===== config.mk =====
export PLATFORM = sky130hd
export DESIGN_NAME = pad_link_responder
export DESIGN_NICKNAME = d
export VERILOG_FILES = /design/src/rtl/pad_link_pkg.sv /design/src/rtl/pad_link_sync.sv /design/src/rtl/pad_link_shift.sv /design/src/rtl/pad_link_proto.sv /design/src/rtl/pad_link_ack.sv /design/src/rtl/pad_link_responder.sv
export SDC_FILE = /design/constraint.sdc
export NUM_CORES = 1
export LEC_CHECK = 0
export CAP_MARGIN = 20
export CORE_UTILIZATION = 45
export DETAILED_ROUTE_END_ITERATION = 8
export GPL_ROUTABILITY_DRIVEN = 1
export HOLD_SLACK_MARGIN = 0.06
export PLACE_DENSITY = 0.64
export SLEW_MARGIN = 20
export SYNTH_ARGS = -nofsm -noshare
export SYNTH_HDL_FRONTEND = slang
export SYNTH_SLANG_ARGS = --single-unit

===== constraint.sdc =====
create_clock -name clk -period 5.9 [get_ports clk]
set_input_delay 0.885 -clock clk [delete_from_list [all_inputs] [get_ports clk]]
set_output_delay 0.885 -clock clk [all_outputs]
set_load 0.05 [all_outputs]

===== src/rtl/pad_link_pkg.sv =====
package pad_link_pkg;
  localparam logic [7:0] LEAD_BYTE = 8'h01;
  localparam logic [7:0] PAD_BYTE  = 8'h5A;
  localparam logic [7:0] IDLE_BYTE = 8'hFF;
  localparam logic [7:0] ZERO_BYTE = 8'h00;
  localparam logic [7:0] OP_POLL   = 8'h42;
  localparam logic [7:0] OP_CFG    = 8'h43;
  localparam logic [7:0] OP_MODE   = 8'h44;
  localparam logic [7:0] ARG_ON    = 8'h01;
  localparam logic [7:0] ARG_OFF   = 8'h00;
  localparam logic [7:0] ID_DIG    = 8'h41;
  localparam logic [7:0] ID_ANA    = 8'h73;
  localparam logic [7:0] ID_CFG    = 8'hF3;

  typedef enum logic [1:0] {OPK_POLL, OPK_CFG, OPK_MODE, OPK_NONE} op_kind_e;

  typedef struct packed {
    logic [15:0] btn;
    logic [7:0]  rx;
    logic [7:0]  ry;
    logic [7:0]  lx;
    logic [7:0]  ly;
  } pad_state_t;

  // header of three bytes plus two bytes per halfword named in the id nibble
  function automatic logic [3:0] frame_len(logic [7:0] id);
    return 4'd3 + {id[2:0], 1'b0};
  endfunction
endpackage


===== src/rtl/pad_link_sync.sv =====
module pad_link_sync #(
  parameter int             W    = 3,
  parameter logic [W-1:0]   INIT = '1
) (
  input  logic         clk,
  input  logic         rst_n,
  input  logic [W-1:0] din,
  output logic [W-1:0] lvl,
  output logic [W-1:0] rise,
  output logic [W-1:0] fall
);
  for (genvar i = 0; i < W; i++) begin : g_bit
    logic [1:0] st_q;
    logic       prev_q;
    always_ff @(posedge clk or negedge rst_n) begin
      if (!rst_n) begin
        st_q   <= {2{INIT[i]}};
        prev_q <= INIT[i];
      end else begin
        st_q   <= {st_q[0], din[i]};
        prev_q <= st_q[1];
      end
    end
    assign lvl[i]  = st_q[1];
    assign rise[i] = st_q[1] & ~prev_q;
    assign fall[i] = ~st_q[1] & prev_q;
  end
endmodule


===== src/rtl/pad_link_shift.sv =====
module pad_link_shift
  import pad_link_pkg::*;
(
  input  logic       clk,
  input  logic       rst_n,
  input  logic       active,
  input  logic       sck_fall,
  input  logic       sck_rise,
  input  logic       mosi_s,
  input  logic       load,
  input  logic [7:0] load_byte,
  output logic       miso,
  output logic [7:0] rx_byte,
  output logic       byte_done
);
  logic [2:0] bit_q;
  logic [7:0] tx_q;
  logic [7:0] rx_q;
  logic       miso_q;
  logic       done_q;

  always_ff @(posedge clk or negedge rst_n) begin
    if (!rst_n) begin
      bit_q  <= '0;
      tx_q   <= IDLE_BYTE;
      rx_q   <= '0;
      miso_q <= 1'b1;
      done_q <= 1'b0;
    end else begin
      done_q <= 1'b0;
      if (!active) begin
        bit_q  <= '0;
        tx_q   <= IDLE_BYTE;
        miso_q <= 1'b1;
      end else begin
        if (load)     tx_q   <= load_byte;
        if (sck_fall) miso_q <= tx_q[bit_q];
        if (sck_rise) begin
          rx_q  <= {mosi_s, rx_q[7:1]};
          bit_q <= bit_q + 3'd1;
          if (bit_q == 3'd7) done_q <= 1'b1;
        end
      end
    end
  end

  assign miso      = miso_q;
  assign rx_byte   = rx_q;
  assign byte_done = done_q;
endmodule


===== src/rtl/pad_link_proto.sv =====
module pad_link_proto
  import pad_link_pkg::*;
(
  input  logic       clk,
  input  logic       rst_n,
  input  logic       active,
  input  logic       start,
  input  logic       byte_done,
  input  logic [7:0] rx_byte,
  input  pad_state_t pad_in,
  output logic       load,
  output logic [7:0] load_byte,
  output logic       ack_req
);
  logic [3:0] idx_q, nxt, len, pj;
  op_kind_e   op_q, op_n;
  logic       mute_q, mute_n, last;
  logic [7:0] arg_q, id_cur, poll_b;
  pad_state_t snap_q;
  logic       cfg_q, ana_q;

  always_comb begin
    id_cur = cfg_q ? ID_CFG : (ana_q ? ID_ANA : ID_DIG);
    len    = frame_len(id_cur);
    op_n   = op_q;
    if (idx_q == 4'd1) begin
      case (rx_byte)
        OP_POLL: op_n = OPK_POLL;
        OP_CFG:  op_n = OPK_CFG;
        OP_MODE: op_n = cfg_q ? OPK_MODE : OPK_NONE;
        default: op_n = OPK_NONE;
      endcase
    end
    mute_n = mute_q | ((idx_q == 4'd0) && (rx_byte != LEAD_BYTE))
                    | ((idx_q == 4'd1) && (op_n == OPK_NONE));
    last   = (idx_q == len - 4'd1);
    nxt    = (idx_q == 4'hF) ? idx_q : idx_q + 4'd1;
    pj     = nxt - 4'd3;
    case (pj)
      4'd0:    poll_b = ~snap_q.btn[7:0];
      4'd1:    poll_b = ~snap_q.btn[15:8];
      4'd2:    poll_b = snap_q.rx;
      4'd3:    poll_b = snap_q.ry;
      4'd4:    poll_b = snap_q.lx;
      default: poll_b = snap_q.ly;
    endcase
    if (mute_n || nxt >= len)   load_byte = IDLE_BYTE;
    else if (nxt == 4'd1)       load_byte = id_cur;
    else if (nxt == 4'd2)       load_byte = PAD_BYTE;
    else if (op_n == OPK_POLL)  load_byte = poll_b;
    else                        load_byte = ZERO_BYTE;
    load    = byte_done;
    ack_req = byte_done && !mute_n && (idx_q < len - 4'd1);
  end

  always_ff @(posedge clk or negedge rst_n) begin
    if (!rst_n) begin
      idx_q  <= '0;
      op_q   <= OPK_NONE;
      mute_q <= 1'b0;
      arg_q  <= '0;
      snap_q <= '0;
      cfg_q  <= 1'b0;
      ana_q  <= 1'b0;
    end else if (!active) begin
      idx_q  <= '0;
      op_q   <= OPK_NONE;
      mute_q <= 1'b0;
    end else begin
      if (start) snap_q <= pad_in;
      if (byte_done) begin
        idx_q  <= nxt;
        op_q   <= op_n;
        mute_q <= mute_n;
        if (idx_q == 4'd3) arg_q <= rx_byte;
        if (last && !mute_n) begin
          if (op_n == OPK_CFG) begin
            if (arg_q == ARG_ON)       cfg_q <= 1'b1;
            else if (arg_q == ARG_OFF) cfg_q <= 1'b0;
          end else if (op_n == OPK_MODE) begin
            if (arg_q == ARG_ON)       ana_q <= 1'b1;
            else if (arg_q == ARG_OFF) ana_q <= 1'b0;
          end
        end
      end
    end
  end
endmodule


===== src/rtl/pad_link_ack.sv =====
module pad_link_ack #(
  parameter int DELAY = 4,
  parameter int LEN   = 6
) (
  input  logic clk,
  input  logic rst_n,
  input  logic active,
  input  logic trig,
  output logic ack_n
);
  localparam int TOTAL = DELAY + LEN;
  localparam int CW    = $clog2(TOTAL + 1);

  logic [CW-1:0] cnt_q, cnt_n;
  logic          ack_q;

  always_comb begin
    if (!active)            cnt_n = '0;
    else if (trig)          cnt_n = CW'(TOTAL);
    else if (cnt_q != '0)   cnt_n = cnt_q - 1'b1;
    else                    cnt_n = cnt_q;
  end

  always_ff @(posedge clk or negedge rst_n) begin
    if (!rst_n) begin
      cnt_q <= '0;
      ack_q <= 1'b1;
    end else begin
      cnt_q <= cnt_n;
      ack_q <= !((cnt_n != '0) && (cnt_n <= CW'(LEN)));
    end
  end

  assign ack_n = ack_q;
endmodule


===== src/rtl/pad_link_responder.sv =====
module pad_link_responder
  import pad_link_pkg::*;
#(
  parameter int ACK_DELAY = 4,
  parameter int ACK_LEN   = 6
) (
  input  logic        clk,
  input  logic        rst_n,
  input  logic        sel_n,
  input  logic        sck,
  input  logic        mosi,
  input  logic [15:0] btn_i,
  input  logic [7:0]  rx_i,
  input  logic [7:0]  ry_i,
  input  logic [7:0]  lx_i,
  input  logic [7:0]  ly_i,
  output logic        miso,
  output logic        ack_n
);
  logic [2:0] s_lvl, s_rise, s_fall;
  logic       active, start, load, byte_done, ack_req;
  logic [7:0] rx_byte, load_byte;
  pad_state_t pad_in;

  pad_link_sync #(.W(3), .INIT(3'b111)) u_sync (
    .clk(clk), .rst_n(rst_n), .din({mosi, sck, sel_n}),
    .lvl(s_lvl), .rise(s_rise), .fall(s_fall)
  );

  assign active = ~s_lvl[0];
  assign start  = s_fall[0];
  assign pad_in = '{btn: btn_i, rx: rx_i, ry: ry_i, lx: lx_i, ly: ly_i};

  pad_link_shift u_shift (
    .clk(clk), .rst_n(rst_n), .active(active),
    .sck_fall(s_fall[1]), .sck_rise(s_rise[1]), .mosi_s(s_lvl[2]),
    .load(load), .load_byte(load_byte),
    .miso(miso), .rx_byte(rx_byte), .byte_done(byte_done)
  );

  pad_link_proto u_proto (
    .clk(clk), .rst_n(rst_n), .active(active), .start(start),
    .byte_done(byte_done), .rx_byte(rx_byte), .pad_in(pad_in),
    .load(load), .load_byte(load_byte), .ack_req(ack_req)
  );

  pad_link_ack #(.DELAY(ACK_DELAY), .LEN(ACK_LEN)) u_ack (
    .clk(clk), .rst_n(rst_n), .active(active), .trig(ack_req), .ack_n(ack_n)
  );
endmodule


-- After elaboration in Yosys (flattened, before gate mapping)
Index checks and enable logic that the tools add are counted.
- word-level logic and storage cells: 120
- output and inout bits: 2
- bits in registers: 99
- bits of input ports: 53
- $lt $le $gt $ge: 4
- bitwise gates (word level): 11
- add/subtract/negate cells: 6
- multiplexer cells: 33
- reduce and logical (&&, ||, !) cells: 24
- equality and inequality tests: 19
- operator list (kind ; count):
    8-bit two-way mux ; 7
    8-bit case mux with 5 select lines ; 1
    8-bit by 7-bit == test with 1-bit output, second input constant ; 3
    4-bit two-way mux ; 6
    4-bit by 2-bit == test with 1-bit output, second input constant ; 4
    8-bit inverter ; 2
    4-bit by 1-bit == test with 1-bit output, second input constant ; 3
    1-bit two-way mux ; 11
    8-bit by 1-bit == test with 1-bit output, second input constant ; 1
    4-bit zero test ; 2
    8-bit zero test ; 1
    8-bit by 1-bit inequality test with 1-bit output, second input constant ; 1
    2-bit nonzero test ; 4
    4-bit nonzero test ; 2
    4-bit by 1-bit subtractor with 4-bit output, second input constant ; 2
    1-bit logical AND ; 6
    2-bit two-way mux ; 3
    3-bit two-way mux ; 2
    6-bit two-way mux ; 1
    2-bit case mux with 3 select lines ; 1
    6-bit AND reduction ; 1
    5-bit AND reduction ; 1
    2-bit by 4-bit adder with 4-bit output, first input constant ; 1
    4-bit by 1-bit adder with 4-bit output, second input constant ; 1
    other kinds (21) ; 30

-- Longest topological paths before layout
Gate-level depths: netlist of the first run.
- word-level depth: 14
- mapped depth: 11

-- By module
From an unflattened synthesis of the first run, not the netlist that was laid out.
- cells, all modules: 429
- area total of the unflattened synthesis: 5044.8 µm²
- by module, submodules not included (module ; cells an instance ; area an instance (µm²) ; sequential area each (µm²) ; instances):
    pad_link_proto ; 314 ; 3524.6 ; 1629.1 ; 1
    pad_link_shift ; 67 ; 925.9 ; 536.8 ; 1
    pad_link_sync ; 18 ; 296.5 ; 236.5 ; 1
    pad_link_ack ; 29 ; 294.0 ; 126.4 ; 1
    pad_link_responder ; 1 ; 3.8 ; 0.0 ; 1

-- Worst setup path after synthesis of the first run
No wires, ideal clock.
- path type: reg2reg
- start: reg u_proto.idx_q[0]
- end: reg u_shift.tx_q[0]
- path buffers: 0
- slack: 3.518 ns
- arrival time: 2.294 ns
- setup time: 0.088 ns
- stages on the path, launching flop included: 12
- cells stage by stage: dfrtp_1 -> ha_1 -> nand2_1 -> and3_1 -> a21oi_1 -> ha_1 -> o21ai_0 -> a21oi_1 -> nor3b_4 -> nand2_2 -> a2111oi_2 -> nor3_1
- cells in the longest elaborated chain, start to end: 11
- ends and longest elaborated chain (element ; line ; RTL):
    from (decl) ; pad_link_proto.sv:15 ; logic [3:0] idx_q, nxt, len, pj;
    from (signal assigned) ; pad_link_proto.sv:72 ; idx_q <= nxt;
    4-bit by 1-bit adder with 4-bit output / 4-bit == test (equally long branches) ; pad_link_proto.sv:37 ; nxt = (idx_q == 4'hF) ? idx_q : idx_q + 4'd1;
    4-bit two-way mux ; pad_link_proto.sv:37 ;
    4-bit by 2-bit subtractor with 4-bit output ; pad_link_proto.sv:38 ; pj = nxt - 4'd3;
    4-bit by 3-bit == test with 1-bit output (tied with other cells) ; pad_link_proto.sv:39 ; case (pj)
    8-bit case mux with 5 select lines ; pad_link_proto.sv:39 ;
    8-bit two-way mux ; pad_link_proto.sv:50 ; else if (op_n == OPK_POLL) load_byte = poll_b;
    8-bit two-way mux ; pad_link_proto.sv:49 ; else if (nxt == 4'd2) load_byte = PAD_BYTE;
    8-bit two-way mux ; pad_link_proto.sv:48 ; else if (nxt == 4'd1) load_byte = id_cur;
    8-bit two-way mux * ; pad_link_proto.sv:47 ; if (mute_n || nxt >= len) load_byte = IDLE_BYTE;
    8-bit two-way mux * ; pad_link_shift.sv:36 ; if (load) tx_q <= load_byte;
    8-bit two-way mux * ; pad_link_shift.sv:31 ; if (!active) begin
    to (signal assigned) ; pad_link_shift.sv:36 ;
    to (decl) ; pad_link_shift.sv:17 ; logic [7:0] tx_q;
Every way passes the cells marked *; elsewhere a longest branch is shown, timed or not. The select of a mux whose other input is x is not followed.
A chain may end at the register's enable or synchronous reset.

-- Final worst setup path of the first run
Same ends and word-level chain as after synthesis.

==> results_dict.tcl, run 1 <==
set metrics [dict create \
    end_kind "flop" \
    switching_share 0.263 \
    maxSlewHeadroom 0.451 \
    min_period_over_period 0.480 \
    setup_violations 0 \
    areaGrowthSynthToFinish_pct 17.2 \
    ant_nets 0 \
    cts_buffer_depth 2 \
    insertion_delay_ps 370 \
    dieArea_um2 11100 \
    internal_power_uw 1050 \
    leakage_uw 0.00228 \
    final-hold-violation-count 0 \
    path_class "reg2reg" \
    syn_area_um2 4820 \
    hp-class "reg2reg" \
    vdd_drop_max_mv 0.112 \
    antenna_found_initial 0 \
    cts_setup_buffers 0 \
    grt_max_degree 61 \
    clk_pin_slew_ps 90 \
    final.setup_skew_ps 11.6 \
    rr_startpoint "u_proto.idx_q[0]" \
    sequentialPowerShare 0.586 \
    worst_pin_slew_ps 820 \
    fillers 927 \
    cp.required_ps 6190 \
    initialDrtViolationCount 202 \
    period_minus_slack_ps 2830 \
    r2r-end "u_shift.tx_q[0]" \
    regToRegSetupSlack_ps 3070 \
    ys.flop_type "dfrtp_1" \
    rsz0062_at_grt "false" \
    hold_path.startpoint "u_sync.g_bit[0].st_q[0]" \
    p_per_area_nw_per_um2 251 \
    firstDrtPassIters 4 \
    synthesis.nets 471 \
    wl_mm 9.75 \
    clock_power_share 0.276 \
    worstPathMaxFanout 10 \
    antennaDiodeCount 0 \
    drc_errors 0 \
    yosys_warnings 0 \
    ys_seq_area_frac 0.520 \
    holdPathStages 0 \
    cts_tree "built" \
    worstSetupStartpointType "flop" \
    fp.dieH_um 105 \
    grt_usage 0.192 \
    core_area_um2 10400 \
    fp.dieW_um 105 \
    synth-edff-count 0 \
    grt.overflow.total 0 \
    synth_area_per_cell_um2 11.9 \
    status "finished clean" \
    postSynthCellCount 406 \
    numCtsBuffers 9 \
    pin_count 55 \
    nets 520 \
    grt_pass1_wl_mm 16.6 \
    timing.fmax_mhz 353 \
    cts_max_level 3 \
    hold-path-endpoint "u_sync.g_bit[0].st_q[1]" \
    avgViaCountPerCell 5.56 \
    async_flop_share 1.00 \
    rr_worst_depth 11 \
    cts_root_buf "clkbuf_8" \
    ctsHoldBuffers 0 \
    start_util 0.464 \
    dp_slack_ps 3140 \
    vias 3312 \
    cts.sinks 99 \
    drive_gt1_frac 0.252 \
    rows 37 \
    power_frac_comb 0.138 \
    switching_power_uw 373 \
    wl_per_cell_um 16.4 \
    hpwl_mm 7.18 \
    fin_ws_ps 3070 \
    grt_pass1_vias 3347 \
    drv_slew 0 \
    maxCapViolCount 0 \
    ys_seq_elements 99 \
    place.gp.congestion 0.860 \
    io_buffers 54 \
    p_total_uw 1420 \
    arrival_ps 3130 \
    finalSetupTns_ps 0 \
    ys_types 60 \
    cts_resized 0 \
]
## cell families (layout without fill, tap and decap cells)
group	Yosys count	in the layout	synth area share
and+or+nand+nor	111	111	0.125
DFF	99	99	0.520
AOI/OAI and AO/OA	80	80	0.118
muxes	75	75	0.178
buffers and inverters	25	79	0.0203
adders and majority gates	12	12	0.0312
xor gates and xnor gates	4	4	0.00728
## critical path, cell delays in order (launching register included)
cell,delay (ps)
dfrtp_1,500
ha_1,340
nand2_1,130
and3_1,230
a21oi_1,250
ha_1,280
o21ai_0,70
a21oi_1,100
nor3b_4,290
nand2_2,90
a2111oi_2,370
nor3_1,90
## power groups by stage
stage | registers, uW | clock network, uW | logic (uW)
floorplan | 822 | 0 | 132
global placement | 844 | 0 | 194
detailed placement | 845 | 0 | 200
CTS | 833 | 406 | 200
global route | 845 | 430 | 218
finish | 832 | 391 | 196
## synth_stat cells, types with 3 or more instances
master	n	area, um2
a21oi_1	15	75.1
a22oi_1	4	30.0
a31oi_1	6	37.5
and2_1	4	25.0
buf_2	3	15.0
clkbuf_1	13	48.8
dfrtp_1	79	1980
dfstp_2	20	526
ha_1	12	150
inv_1	7	26.3
mux2_2	66	743
mux2i_1	7	70.1
nand2_1	19	71.3
nand2b_1	8	50.1
nand3_1	9	45.0
nand4_1	5	31.3
nor2_1	33	124
nor2b_1	7	43.8
nor3_1	5	25.0
o211ai_1	13	97.6
o21ai_0	15	75.1
or2_2	3	18.8
xnor2_1	3	26.3
## area by class of cell
type / count / area [um2] / share of cell area
clock buffer: 12 / 145 / 0.0257
clock inverter: 4 / 25.0 / 0.00443
inverter: 7 / 26.3 / 0.00465
multi-input combinational: 282 / 2220 / 0.394
sequential: 99 / 2500 / 0.443
tap: 136 / 170 / 0.0301
timing repair buffer: 56 / 553 / 0.0980
## layer usage
metal	vias up	track usage	wire length (um)
met5	-	0	0
met4	0	0.0674	147
met3	13	0.0396	342
met2	72	0.304	4550
met1	1638	0.263	4710
li1	1589	-	-
## per-stage QoR
step            util  area (um2)  instances  hold WS [ps]
2_1_floorplan      -        4820        406           345
5_1_grt        0.544        5650        596           349
3_5_place_dp   0.528        5480        580           347
6_report       0.544        5650        596           345
3_3_place_gp   0.528        5480        580           346
4_1_cts        0.544        5650        596           351
## flip-flops by register name (all words and copies together) (netlist names)
| signal | count |
|---|---|
| u_ack.ack_n | 1 |
| u_ack.cnt_q | 4 |
| u_proto.ana_q | 1 |
| u_proto.arg_q | 8 |
| u_proto.cfg_q | 1 |
| u_proto.idx_q | 4 |
| u_proto.mute_q | 1 |
| u_proto.op_q | 2 |
| u_proto.snap_q | 48 |
| u_shift.bit_q | 3 |
| u_shift.byte_done | 1 |
| u_shift.miso | 1 |
| u_shift.rx_byte | 8 |
| u_shift.tx_q | 8 |
| u_sync.g_bit.prev_q | 2 |
| u_sync.g_bit.st_q | 6 |
## cells in the final DEF (no fill, tap or decap), drive strengths merged, types with 9 or more instances in the layout
master / instances
o21ai: 16
nor2: 33
mux2: 66
dfrtp: 79
nand3: 9
clkdlybuf4s50: 53
nand2: 20
ha: 12
dfstp: 20
o211ai: 13
clkbuf: 12
a21oi: 15
## how the worst max path moves through the flow
stage | startpoint | to | slack, ps | cells past startpoint
floorplan | u_proto.idx_q[0] | u_shift.tx_q[0] | 3520 | 11
global placement | u_proto.idx_q[2] | u_shift.tx_q[4] | 3300 | 7
detailed placement | u_proto.idx_q[0] | u_shift.tx_q[0] | 3140 | 11
CTS | u_proto.idx_q[0] | u_shift.tx_q[0] | 3120 | 11
global route | u_proto.idx_q[0] | u_shift.tx_q[4] | 2790 | 7
finish | u_proto.idx_q[0] | u_shift.tx_q[0] | 3070 | 11
Power figures use the tool's default switching activity.
==> run 2, diff against run 1 <==
--- a/config.mk
+++ b/config.mk
@@ -10,7 +10,7 @@
 export DETAILED_ROUTE_END_ITERATION = 8
 export GPL_ROUTABILITY_DRIVEN = 1
 export HOLD_SLACK_MARGIN = 0.06
-export PLACE_DENSITY = 0.64
+export PLACE_DENSITY = 0.67
 export SLEW_MARGIN = 20
 export SYNTH_ARGS = -nofsm -noshare
 export SYNTH_HDL_FRONTEND = slang
==> constraint.sdc (replaced) <==
create_clock -name clk -period 2.3 [get_ports clk]
set_input_delay 0.345 -clock clk [delete_from_list [all_inputs] [get_ports clk]]
set_output_delay 0.345 -clock clk [all_outputs]
set_load 0.05 [all_outputs]
==> results_dict.tcl, run 2 (same netlist as run 1, synthesis figures left out) <==
set metrics [dict create \
    fin_hold_ws_ps 358 \
    vias 3574 \
    numCtsBuffers 9 \
    setup_violations 0 \
    design_area_um2 6330 \
    final-hold-violation-count 0 \
    hpwl_mm 7.72 \
    end_kind "flop" \
    r2r-end "u_shift.tx_q[1]" \
    cts_max_level 3 \
    instances_no_fill 648 \
    rows 37 \
    dieArea_um2 11100 \
    grt_use_met3 0.0390 \
    timing.fmax_mhz 439 \
    cp_top_family "compound AO/OA/AOI/OAI gates" \
    grt_max_degree 53 \
    io_buffers 54 \
    placed_area_um2 5790 \
    multiInputGateArea_um2 2430 \
    insertion_delay_ps 380 \
    regToRegSetupSlack_ps 20 \
    fp.dieW_um 105 \
    core_area_um2 10400 \
    wl_per_cell_um 17.0 \
    ant_nets 0 \
    leakage_uw 0.00258 \
    rr_startpoint "u_proto.idx_q[0]" \
    nets 572 \
    rr_worst_depth 10 \
    areaGrowthSynthToFinish_pct 31.4 \
    gr-usage-met1 0.272 \
    cp.required_ps 2580 \
    final_common_cell "dfrtp_1" \
    drive_gt1_frac 0.402 \
    cp-startpoint "u_proto.idx_q[0]" \
    wl_mm 11.0 \
    grt.overflow.total 0 \
    worstPathMaxFanout 6 \
    cts_root_buf "clkbuf_8" \
    worst_pin_slew_ps 830 \
    largest_reg_flops 48 \
    p_total_uw 3980 \
    seq_area_um2 2510 \
    met2_usage 0.336 \
    max_stage_delay_ps 470 \
    clk_pin_slew_ps 90 \
    p_per_area_nw_per_um2 629 \
    fp.dieH_um 105 \
    final.setup_skew_ps 18.8 \
    min_period_over_period 0.989 \
    drv_slew 0 \
    period_minus_slack_ps 2280 \
    worstSetupStartpointType "flop" \
    antennaDiodeCount 0 \
    dp.cells 620 \
    top_usage_layer "met2" \
    path_cells "ha_4, buf_6, xnor2_1, a32o_2, nand2b_4, buf_4, and2_4, nand4_1, o2111a_1, o41ai_2" \
    avgViaCountPerCell 5.52 \
    final_cell_mix "dfrtp_1 (75), mux2_2 (65), clkdlybuf4s50_1 (53)" \
    hp-class "reg2reg" \
    largest-register "u_proto.snap_q" \
    hold_path.startpoint "u_sync.g_bit[2].st_q[0]" \
    cts_buffer_depth 2 \
    start_util 0.464 \
    critical_path_depth 10 \
    pin_count 55 \
    firstDrtPassIters 4 \
    rsz0062_at_grt "true" \
    endpoint "u_shift.tx_q[1]" \
    grt_pass1_wl_mm 17.7 \
    initialDrtViolationCount 141 \
    cts_tree "built" \
    grt_usage 0.206 \
    cp_slowest_cell "dfrtp_2" \
    finalSetupTns_ps 0 \
    arrival_ps 2560 \
    maxCapViolCount 0 \
    cts.sinks 99 \
    status "finished clean" \
    grt_pass1_vias 3590 \
    maxSlewHeadroom 0.445 \
    antenna_found_initial 0 \
    path_buf_inv 2 \
    place.gp.congestion 0.807 \
    fillers 836 \
    drc_errors 0 \
    vdd_drop_max_mv 0.312 \
    path_class "reg2reg" \
]
-- run 2: changes by cell type in the layout (fill, tap and decap cells not counted), sizes merged --
cell         delta
buf            +51
bufinv          +2
clkinv          -1
dlygate4sd3     +1
inv             -1
-- run 2: layout make-up --
cell class              instances  share of cell area
clock buffers                  12              0.0229
clock inverters                 4              0.0121
repair buffers                108               0.153
flip-flops and latches         99               0.396
inverters                       7             0.00455
multi-input cells             282               0.384
well taps                     136              0.0269
-- run 2: worst min path at each step --
stage / to / cells after the start
global placement: u_proto.snap_q[26] / 1
floorplan: u_ack.cnt_q[0] / 0
finish: u_sync.g_bit[2].st_q[1] / 0
global route: u_sync.g_bit[0].st_q[1] / 0
CTS: u_sync.g_bit[2].st_q[1] / 0
detailed placement: u_proto.snap_q[18] / 1
-- run 2: power breakdown --
group	leakage (uW)	total, uW	internal (uW)	switching [uW]
registers	0.00119	2110	1950	162
clock network	0.000107	1240	645	593
logic	0.00128	630	385	245
total	0.00258	3980	2980	1000
-- run 2: metal layers --
layer | share of wire | up-vias
li1 | - | 1690
met1 | 0.44 | 1766
met2 | 0.50 | 95
met3 | 0.042 | 23
met4 | 0.017 | 0
met5 | 0 | -
-- run 2: per-stage QoR --
| stage | util | setup WS [ps] |
|---|---|---|
| floorplan | - | 4.72 |
| global placement | 0.559 | 11.0 |
| detailed placement | 0.559 | -108 |
| CTS | 0.590 | -13.8 |
| global route | 0.610 | -47.9 |
| finish | 0.610 | 24.7 |
-- run 2: repair_timing --
action / 4_1_cts / 5_1_grt
hold buffers: 1 / 0
resized for setup: 14 / 38
endpoints found under the hold margin: 22 / 0
pin swaps: 3 / 16
buffers inserted: 1 / 10
endpoints found under the setup margin: 8 / 13
